--- src/rtl/rs_pkg.sv ---
package rs_pkg;
  localparam int unsigned BYTE_W = 8;

  typedef enum logic [1:0] {
    PTR_HOLD,
    PTR_DEC,
    PTR_INC,
    PTR_LOAD
  } ptr_op_e;
endpackage

--- src/rtl/rs_ptr.sv ---
module rs_ptr
  import rs_pkg::*;
#(
  parameter int unsigned PTR_W = 4
) (
  input  logic             clk_i,
  input  logic             rst_ni,
  input  ptr_op_e          op_i,
  input  logic [PTR_W-1:0] load_sp_i,
  input  logic             load_gie_i,
  output logic [PTR_W-1:0] sp_o,
  output logic             gie_o
);
  always_ff @(posedge clk_i or negedge rst_ni) begin
    if (!rst_ni) begin
      sp_o  <= '1;
      gie_o <= 1'b0;
    end else begin
      unique case (op_i)
        PTR_DEC:  sp_o <= sp_o - PTR_W'(1);
        PTR_INC:  sp_o <= sp_o + PTR_W'(1);
        PTR_LOAD: begin
          sp_o  <= load_sp_i;
          gie_o <= load_gie_i;
        end
        default:  ;
      endcase
    end
  end
endmodule

--- src/rtl/rs_mem.sv ---
module rs_mem
  import rs_pkg::*;
#(
  parameter int unsigned DEPTH = 8,
  parameter int unsigned PC_W  = 12,
  localparam int unsigned IDX_W = $clog2(DEPTH),
  localparam int unsigned HI_W  = PC_W - BYTE_W
) (
  input  logic                        clk_i,
  input  logic                        rst_ni,
  input  logic                        push_i,
  input  logic [IDX_W-1:0]            push_idx_i,
  input  logic [PC_W-1:0]             push_pc_i,
  input  logic                        bus_we_i,
  input  logic [IDX_W-1:0]            bus_idx_i,
  input  logic                        bus_hi_i,
  input  logic [BYTE_W-1:0]           bus_wdata_i,
  output logic [DEPTH-1:0][PC_W-1:0]  ent_o
);
  for (genvar k = 0; k < DEPTH; k++) begin : g_ent
    logic hit_push, hit_bus;
    assign hit_push = push_i && (push_idx_i == IDX_W'(k));
    assign hit_bus  = bus_we_i && (bus_idx_i == IDX_W'(k));

    always_ff @(posedge clk_i or negedge rst_ni) begin
      if (!rst_ni) begin
        ent_o[k] <= '0;
      end else if (hit_push) begin
        ent_o[k] <= push_pc_i;  // push owns the whole entry
      end else if (hit_bus) begin
        if (bus_hi_i) ent_o[k][PC_W-1:BYTE_W] <= bus_wdata_i[HI_W-1:0];
        else          ent_o[k][BYTE_W-1:0]    <= bus_wdata_i;
      end
    end
  end
endmodule

--- src/rtl/rs_rdmux.sv ---
module rs_rdmux
  import rs_pkg::*;
#(
  parameter int unsigned DEPTH  = 8,
  parameter int unsigned PC_W   = 12,
  parameter int unsigned PTR_W  = 4,
  parameter int unsigned ADDR_W = 5,
  localparam int unsigned IDX_W = $clog2(DEPTH),
  localparam int unsigned HI_W  = PC_W - BYTE_W,
  localparam int unsigned WIN   = 2 * DEPTH
) (
  input  logic [ADDR_W-1:0]           addr_i,
  input  logic [DEPTH-1:0][PC_W-1:0]  ent_i,
  input  logic [PTR_W-1:0]            sp_i,
  input  logic                        gie_i,
  output logic [BYTE_W-1:0]           rdata_o
);
  logic [IDX_W-1:0] idx;
  assign idx = addr_i[IDX_W:1];

  always_comb begin
    rdata_o = '0;
    if (addr_i < ADDR_W'(WIN)) begin
      if (addr_i[0]) rdata_o[HI_W-1:0] = ent_i[idx][PC_W-1:BYTE_W];
      else           rdata_o           = ent_i[idx][BYTE_W-1:0];
    end else if (addr_i == ADDR_W'(WIN)) begin
      rdata_o = {gie_i, {(BYTE_W-1-PTR_W){1'b0}}, sp_i};
    end
  end
endmodule

--- src/rtl/ret_stack.sv ---
module ret_stack
  import rs_pkg::*;
#(
  parameter int unsigned DEPTH  = 8,
  parameter int unsigned PC_W   = 12,
  parameter int unsigned PTR_W  = 4,
  parameter int unsigned ADDR_W = 5
) (
  input  logic              clk_i,
  input  logic              rst_ni,
  input  logic              push_i,
  input  logic [PC_W-1:0]   push_pc_i,
  input  logic              pop_i,
  output logic [PC_W-1:0]   pop_pc_o,
  input  logic              reg_wr_i,
  input  logic [ADDR_W-1:0] reg_addr_i,
  input  logic [7:0]        reg_wdata_i,
  output logic [7:0]        reg_rdata_o,
  output logic [PTR_W-1:0]  sp_o,
  output logic              gie_o
);
  localparam int unsigned IDX_W = $clog2(DEPTH);
  localparam int unsigned WIN   = 2 * DEPTH;

  ptr_op_e                   ptr_op;
  logic                      ptr_wr, win_wr;
  logic [IDX_W-1:0]          push_idx, pop_idx;
  logic [DEPTH-1:0][PC_W-1:0] ent;

  assign ptr_wr = reg_wr_i && (reg_addr_i == ADDR_W'(WIN));
  assign win_wr = reg_wr_i && (reg_addr_i <  ADDR_W'(WIN));

  always_comb begin
    if (ptr_wr)      ptr_op = PTR_LOAD;
    else if (push_i) ptr_op = PTR_DEC;
    else if (pop_i)  ptr_op = PTR_INC;
    else             ptr_op = PTR_HOLD;
  end

  assign push_idx = sp_o[IDX_W-1:0];
  assign pop_idx  = IDX_W'(sp_o + PTR_W'(1));

  rs_ptr #(.PTR_W(PTR_W)) u_ptr (
    .clk_i      (clk_i),
    .rst_ni     (rst_ni),
    .op_i       (ptr_op),
    .load_sp_i  (reg_wdata_i[PTR_W-1:0]),
    .load_gie_i (reg_wdata_i[BYTE_W-1]),
    .sp_o       (sp_o),
    .gie_o      (gie_o)
  );

  rs_mem #(.DEPTH(DEPTH), .PC_W(PC_W)) u_mem (
    .clk_i       (clk_i),
    .rst_ni      (rst_ni),
    .push_i      (push_i),
    .push_idx_i  (push_idx),
    .push_pc_i   (push_pc_i),
    .bus_we_i    (win_wr),
    .bus_idx_i   (reg_addr_i[IDX_W:1]),
    .bus_hi_i    (reg_addr_i[0]),
    .bus_wdata_i (reg_wdata_i),
    .ent_o       (ent)
  );

  rs_rdmux #(.DEPTH(DEPTH), .PC_W(PC_W), .PTR_W(PTR_W), .ADDR_W(ADDR_W)) u_rd (
    .addr_i  (reg_addr_i),
    .ent_i   (ent),
    .sp_i    (sp_o),
    .gie_i   (gie_o),
    .rdata_o (reg_rdata_o)
  );

  assign pop_pc_o = ent[pop_idx];
endmodule

--- config.mk ---
export PLATFORM = sky130hd
export DESIGN_NAME = ret_stack
export DESIGN_NICKNAME = d
export VERILOG_FILES = /design/src/rtl/rs_pkg.sv /design/src/rtl/rs_ptr.sv /design/src/rtl/rs_mem.sv /design/src/rtl/rs_rdmux.sv /design/src/rtl/ret_stack.sv
export SDC_FILE = /design/constraint.sdc
export NUM_CORES = 1
export LEC_CHECK = 0
export BUFFER_PORTS_ARGS = -buffer_cell sky130_fd_sc_hd__buf_2
export CORE_UTILIZATION = 60
export DETAILED_ROUTE_END_ITERATION = 12
export GPL_TIMING_DRIVEN = 1
export PLACE_DENSITY = 0.8
export REMOVE_ABC_BUFFERS = 1
export SLEW_MARGIN = 15
export SYNTH_ARGS = -nofsm -noshare
export SYNTH_HDL_FRONTEND = slang
export SYNTH_SLANG_ARGS = --single-unit
export TNS_END_PERCENT = 50
--- constraint.sdc ---
create_clock -name clk_i -period 4.5 [get_ports clk_i]
set_input_delay 0.9 -clock clk_i [delete_from_list [all_inputs] [get_ports clk_i]]
set_output_delay 0.9 -clock clk_i [all_outputs]
set_load 0.005 [all_outputs]
==> results of run 1 <==
[per-layer routing]
metal	routed length [um]	track usage (%)
met5	0	0
met4	433	14.0
met1	7210	45.6
met2	8610	52.4
met3	1830	7.63
[logic make-up after synthesis]
| logic type | Yosys count | share of synthesized area [%] |
|---|---|---|
| AO/OA/AOI/OAI | 115 | 9.15 |
| XOR/XNOR | 2 | 0.262 |
| adder cells (fa/ha/maj) | 7 | 1.31 |
| buffers and inverters | 69 | 5.38 |
| flip-flops | 101 | 37.9 |
| multiplexers | 174 | 35.1 |
| AND/OR/NAND/NOR | 157 | 10.9 |
[registers in the layout, summed over array words and instances, names as in the netlist]
name,flops
u_mem.ent_o,96
u_ptr.gie_o,1
u_ptr.sp_o,4
[where the power goes]
part	total [W]	switching [W]	internal [W]
logic	0.00241	0.00110	0.00131
registers	0.00171	0.000361	0.00135
clock network	0.000701	0.000332	0.000369
[critical path, cell delays in order, from the launching register on]
cell and delay [ps]:
dfstp_2 600, inv_1 100, ha_1 490, buf_4 370, mux4_2 550, mux2_2 310, buf_2 130
[through the flow]
| stage | total power (W) | setup WS [ps] | util (%) | cell area (um^2) |
|---|---|---|---|---|
| after detailed placement | 0.00410 | 780 | 63.1 | 6840 |
| final | 0.00482 | 638 | 65.3 | 7080 |
| after global routing | 0.00510 | 527 | 65.3 | 7080 |
| after floorplan | 0.00328 | 588 | - | 6330 |
| after global placement | 0.00397 | 807 | 63.1 | 6840 |
| after CTS | 0.00481 | 615 | 65.3 | 7080 |
[worst min-delay path by stage]
stage | from | to | slack (ps) | cells after the start
after floorplan | u_mem.ent_o[80] | u_mem.ent_o[80] | 520 | 2
after global placement | u_ptr.gie_o | u_ptr.gie_o | 550 | 1
after detailed placement | u_ptr.gie_o | u_ptr.gie_o | 550 | 1
after CTS | u_ptr.gie_o | u_ptr.gie_o | 570 | 1
after global routing | u_mem.ent_o[82] | u_mem.ent_o[82] | 610 | 2
final | u_ptr.gie_o | u_ptr.gie_o | 580 | 1
[synth_stat cells (all sizes together)]
master | count | area share [%]
buf | 33 | 3.3
or3 | 1 | 0.094
mux4 | 44 | 15
dfrtp | 97 | 36
nor3 | 3 | 0.30
mux2i | 108 | 16
a31oi | 1 | 0.094
nand2b | 2 | 0.19
a221oi | 1 | 0.13
and4bb | 2 | 0.37
clkbuf | 32 | 1.8
nor2 | 52 | 3.0
or2 | 1 | 0.094
ha | 7 | 1.3
nand2 | 77 | 4.5
and2b | 2 | 0.22
xnor2 | 2 | 0.26
and2 | 2 | 0.19
and3 | 4 | 0.37
a211oi | 2 | 0.22
a2111oi | 1 | 0.13
nor2b | 5 | 0.47
dfstp | 4 | 1.6
a221o | 1 | 0.15
o21ai | 63 | 4.7
a21oi | 40 | 3.0
nand4 | 1 | 0.094
o22ai | 2 | 0.19
mux2 | 22 | 3.7
inv | 4 | 0.22
nor4b | 1 | 0.36
a22oi | 1 | 0.11
nor3b | 2 | 0.30
a211o | 3 | 0.39
and4b | 1 | 0.15
nand4b | 1 | 0.13
[cell type report]
cell class,count,area share [%]
multi-input combinational,455,53.5
sequential,101,35.8
timing repair buffer,62,4.70
tap,140,2.48
clock buffer,10,1.80
clock inverter,6,1.54
inverter,4,0.212
==> flow_summary.ini, run 1 <==
[timing]
fin_setup_tns_ps = 0
finalHoldViolCount = 0
fin_skew_ps = 16.1
slew_headroom_pct = 26.9
whs_ps = 576
fmax_mhz = 259
slew_violations = 0
fin_crit_ps = 3860
finalCritPeriodShare_pct = 85.8
worstMarginPinSlew_ps = 1100
rsz0062_at_grt = no
setup-violations-final = 0

[run]
maxCapViolCount = 0

[detailed_routing]
antenna_left = 0
route.detailed.drc = 0
wl_per_cell_um = 23.2
drtIter0Drc = 469
drtPass1Iterations = 7
totalWireLength_um = 18100
viasPerCell = 6.67
vias = 5193

[critical_path]
end_kind = output port
arrival_ps = 2960
r2r_cells = 5
crit_path_max_fanout = 14
critical_path_class = reg -> out
crit_start = u_ptr.sp_o[1]
cp-start-kind = flip-flop
crit_required_ps = 3600
crit_path_end = pop_pc_o[2]
reg2reg_slack_ps = 1810
worstReg2RegEnd = u_mem.ent_o[84]
r2r-start = u_ptr.sp_o[0]

[place]
dpl.hpwl_um = 11300
dp_cells = 762
gp_congestion = 0.859
io_buffers = 54

[global_route]
antenna_found_initial = 0
grt_pass1_wl_um = 28300
grt_use_total_pct = 33.7
grt_overflow_total = 0
grt_max_degree = 83
grt_pass1_vias = 5147

[finish]
multi_input_comb_area_mm2 = 0.00378
diodes = 0
syn2layout_area_growth_pct = 6.00
final_nets = 670
final_cell_mix = mux2i_1, dfrtp_1, nand2_1, o21ai_0, buf_2
final_common_cell = mux2i_1
nFillCells = 858
instances_no_fill = 778
regArea_mm2 = 0.00253
drive_gt1_share_pct = 23.7

[power]
power_density_mw_per_mm2 = 681
ir_drop_mv = 0.397
power.leakage_nw = 3.28

[synth]
seq_area_frac_synth_pct = 37.9
avgSynthCellArea_um2 = 10.7
synth-seq-cells = 101
syn_area_mm2 = 0.00668
synth_cell_types = 48
synth_cells = 625
ys.warnings.count = 0

[floorplanning]
core_mm2 = 0.0108
die_h_um = 107
die_x_um = 107
io_pins = 55
dieArea_mm2 = 0.0116
start_util_pct = 61.6
core.rowCount = 38

[clock_tree]
cts_hold_buf = 0
htreeDepth = 3
cts-root-buf = clkbuf_8
cts.clk_slew.worst_paths_ps = 100
cts_num_sinks = 101
cts_resized = 0
cts_tree = done
insertion_delay_ps = 410
post-cts-setup-buffer-count = 0
max-clock-path-buffers = 2
numCtsBuffers = 9

[run_status]
status = finished clean

[min_path]
min_path_type = reg -> reg
No activity file was read; power rests on OpenSTA's default activity.
==> run 2: changes to the inputs <==
--- a/config.mk
+++ b/config.mk
@@ -9,7 +9,7 @@
 export CORE_UTILIZATION = 60
 export DETAILED_ROUTE_END_ITERATION = 12
 export GPL_TIMING_DRIVEN = 1
-export PLACE_DENSITY = 0.8
+export PLACE_DENSITY = 0.77
 export REMOVE_ABC_BUFFERS = 1
 export SLEW_MARGIN = 15
 export SYNTH_ARGS = -nofsm -noshare
==> run 2 against run 1 <==
Compared with the run above:
- via count down 1.4%
- critical path depth unchanged
- clock power down 3.3%
- flip-flop and latch count unchanged
- sequential power about the same
- clock skew down 8.2 ps
- combinational power about the same
- total power down 1.1%
- die area unchanged
- register-to-register slack better by 220 ps
- critical path type is now in -> out
- largest cell class unchanged
==> flow_summary.ini, run 2 (same netlist as run 1, synthesis figures left out) <==
[floorplanning]
die_h_um = 107
start_util_pct = 61.6
core_mm2 = 0.0108
die_x_um = 107
core.rowCount = 38
dieArea_mm2 = 0.0116
io_pins = 55

[critical_path]
end_kind = output port
cpPeakStageDelay_ps = 740
cp_slowest_cell = buf_2
arrival_ps = 2960
cp-start-kind = input port
critical_path_class = in -> out
path_buf_inv = 2
cpMostUsedCell = buf_2
crit_required_ps = 3600
crit_path_max_fanout = 38
path_cells = buf_2, mux4_1, o22ai_1, nor3_1, a211o_1, buf_2
cp_top_family = buffers and inverters

[clock_tree]
numCtsBuffers = 9
cts_resized = 0
cts.clk_slew.worst_paths_ps = 110
insertion_delay_ps = 380
post-cts-setup-buffer-count = 0
htreeDepth = 3
cts_tree = done
max-clock-path-buffers = 2
cts_num_sinks = 101
cts_hold_buf = 0
cts-root-buf = clkbuf_8

[power]
ir_drop_mv = 0.501
p_sw_share_pct = 37.4
switching_power_w = 0.00178
power.leakage_nw = 3.28
comb_power_share_pct = 50.1
power_density_mw_per_mm2 = 673
pwr-share-clk_pct = 14.2
internal_power_w = 0.00298
p_seq_share_pct = 35.7

[finish]
final_nets = 671
largest_reg_flops = 96
final_common_cell = mux2i_1
final_util_pct = 65.3
largest_register = u_mem.ent_o
final_cell_mix = mux2i_1, dfrtp_1, nand2_1, o21ai_0, buf_2
syn2layout_area_growth_pct = 6.02
drive_gt1_share_pct = 23.8
biggestRegsByFlops = u_mem.ent_o x96, u_ptr.sp_o x4, u_ptr.gie_o x1
diodes = 0

[global_route]
grt_pass1_vias = 5230
gr-usage-met3_pct = 5.51
globalRoute.busiestLayer = met2
grt_use_total_pct = 33.5
met1_usage_pct = 43.9
use_met2_pct = 55.2
antenna_found_initial = 0
grt_max_degree = 39
grt_overflow_total = 0
grt_pass1_wl_um = 28500

[detailed_routing]
drtIter0Drc = 529
viasPerCell = 6.58
drtPass1Iterations = 5
totalWireLength_um = 18100
route.detailed.drc = 0
antenna_left = 0
wl_per_cell_um = 23.2
vias = 5122

[timing]
slew_headroom_pct = 27.6
whs_ps = 449
finalCritPeriodShare_pct = 85.8
fin_crit_ps = 3860
fin_skew_ps = 7.92
rsz0062_at_grt = no
worstMarginPinSlew_ps = 1090
slew_violations = 0
finalHoldViolCount = 0
fin_setup_tns_ps = 0
setup-violations-final = 0
fmax_mhz = 259

[run]
maxCapViolCount = 0

[run_status]
status = finished clean

[place]
gp_congestion = 0.818
io_buffers = 54
dpl.hpwl_um = 11400

[min_path]
min_path_type = in -> async
run 2: cell types whose count changed in the layout (fill, tap and decap cells not counted), sizes merged:
cell	delta
inv	+2
bufinv	-1
buf	+1
clkinv	-2
clkbuf	+1
run 2: stage by stage:
step / instance area, um^2 / instances / setup slack, ps / total power, W
2_1_floorplan: 6330 / 560 / 588 / 0.00328
3_3_place_gp: 6850 / 763 / 729 / 0.00396
3_5_place_dp: 6850 / 763 / 686 / 0.00408
4_1_cts: 7080 / 779 / 661 / 0.00476
5_1_grt: 7080 / 779 / 554 / 0.00506
6_report: 7080 / 779 / 640 / 0.00477
run 2: worst paths after layout:
path	from	to	slack, ps	cells after the start
max in group asynchronous	rst_ni	u_ptr.sp_o[2]	3200	2
min in group clk_i	u_ptr.gie_o	u_ptr.gie_o	560	1
worst min register to register	u_ptr.gie_o	u_ptr.gie_o	560	1
worst max register to register	u_ptr.sp_o[0]	u_ptr.sp_o[2]	2030	6
worst max-delay path	reg_addr_i[2]	reg_rdata_o[1]	640	6
worst min-delay path	rst_ni	u_mem.ent_o[20]	450	1
run 2: routing by layer:
layer  share of wire (%)  up-vias  wire length, um
met4                 3.6        0              643
met2                  48      271             8740
met3                 8.9       57             1610
li1                    -     2267                -
met1                  39     2527             7070
met5                   0        -                0
run 2: cell type report:
cell class / count / area [um^2]
flip-flops and latches: 101 / 2530
fillers: 847 / 3760
well taps: 140 / 175
multi-input cells: 455 / 3780
clock inverters: 5 / 88.8
clock buffers: 11 / 141
repair buffers: 63 / 340
inverters: 4 / 15.0
run 2: power by group through the flow:
stage | Clock, W | Combinational [W] | Sequential, W
after global placement | 0 | 0.00229 | 0.00167
after CTS | 0.000688 | 0.00238 | 0.00169
final | 0.000678 | 0.00239 | 0.00170
after detailed placement | 0 | 0.00238 | 0.00171
after global routing | 0.000719 | 0.00259 | 0.00175
after floorplan | 0 | 0.00166 | 0.00162
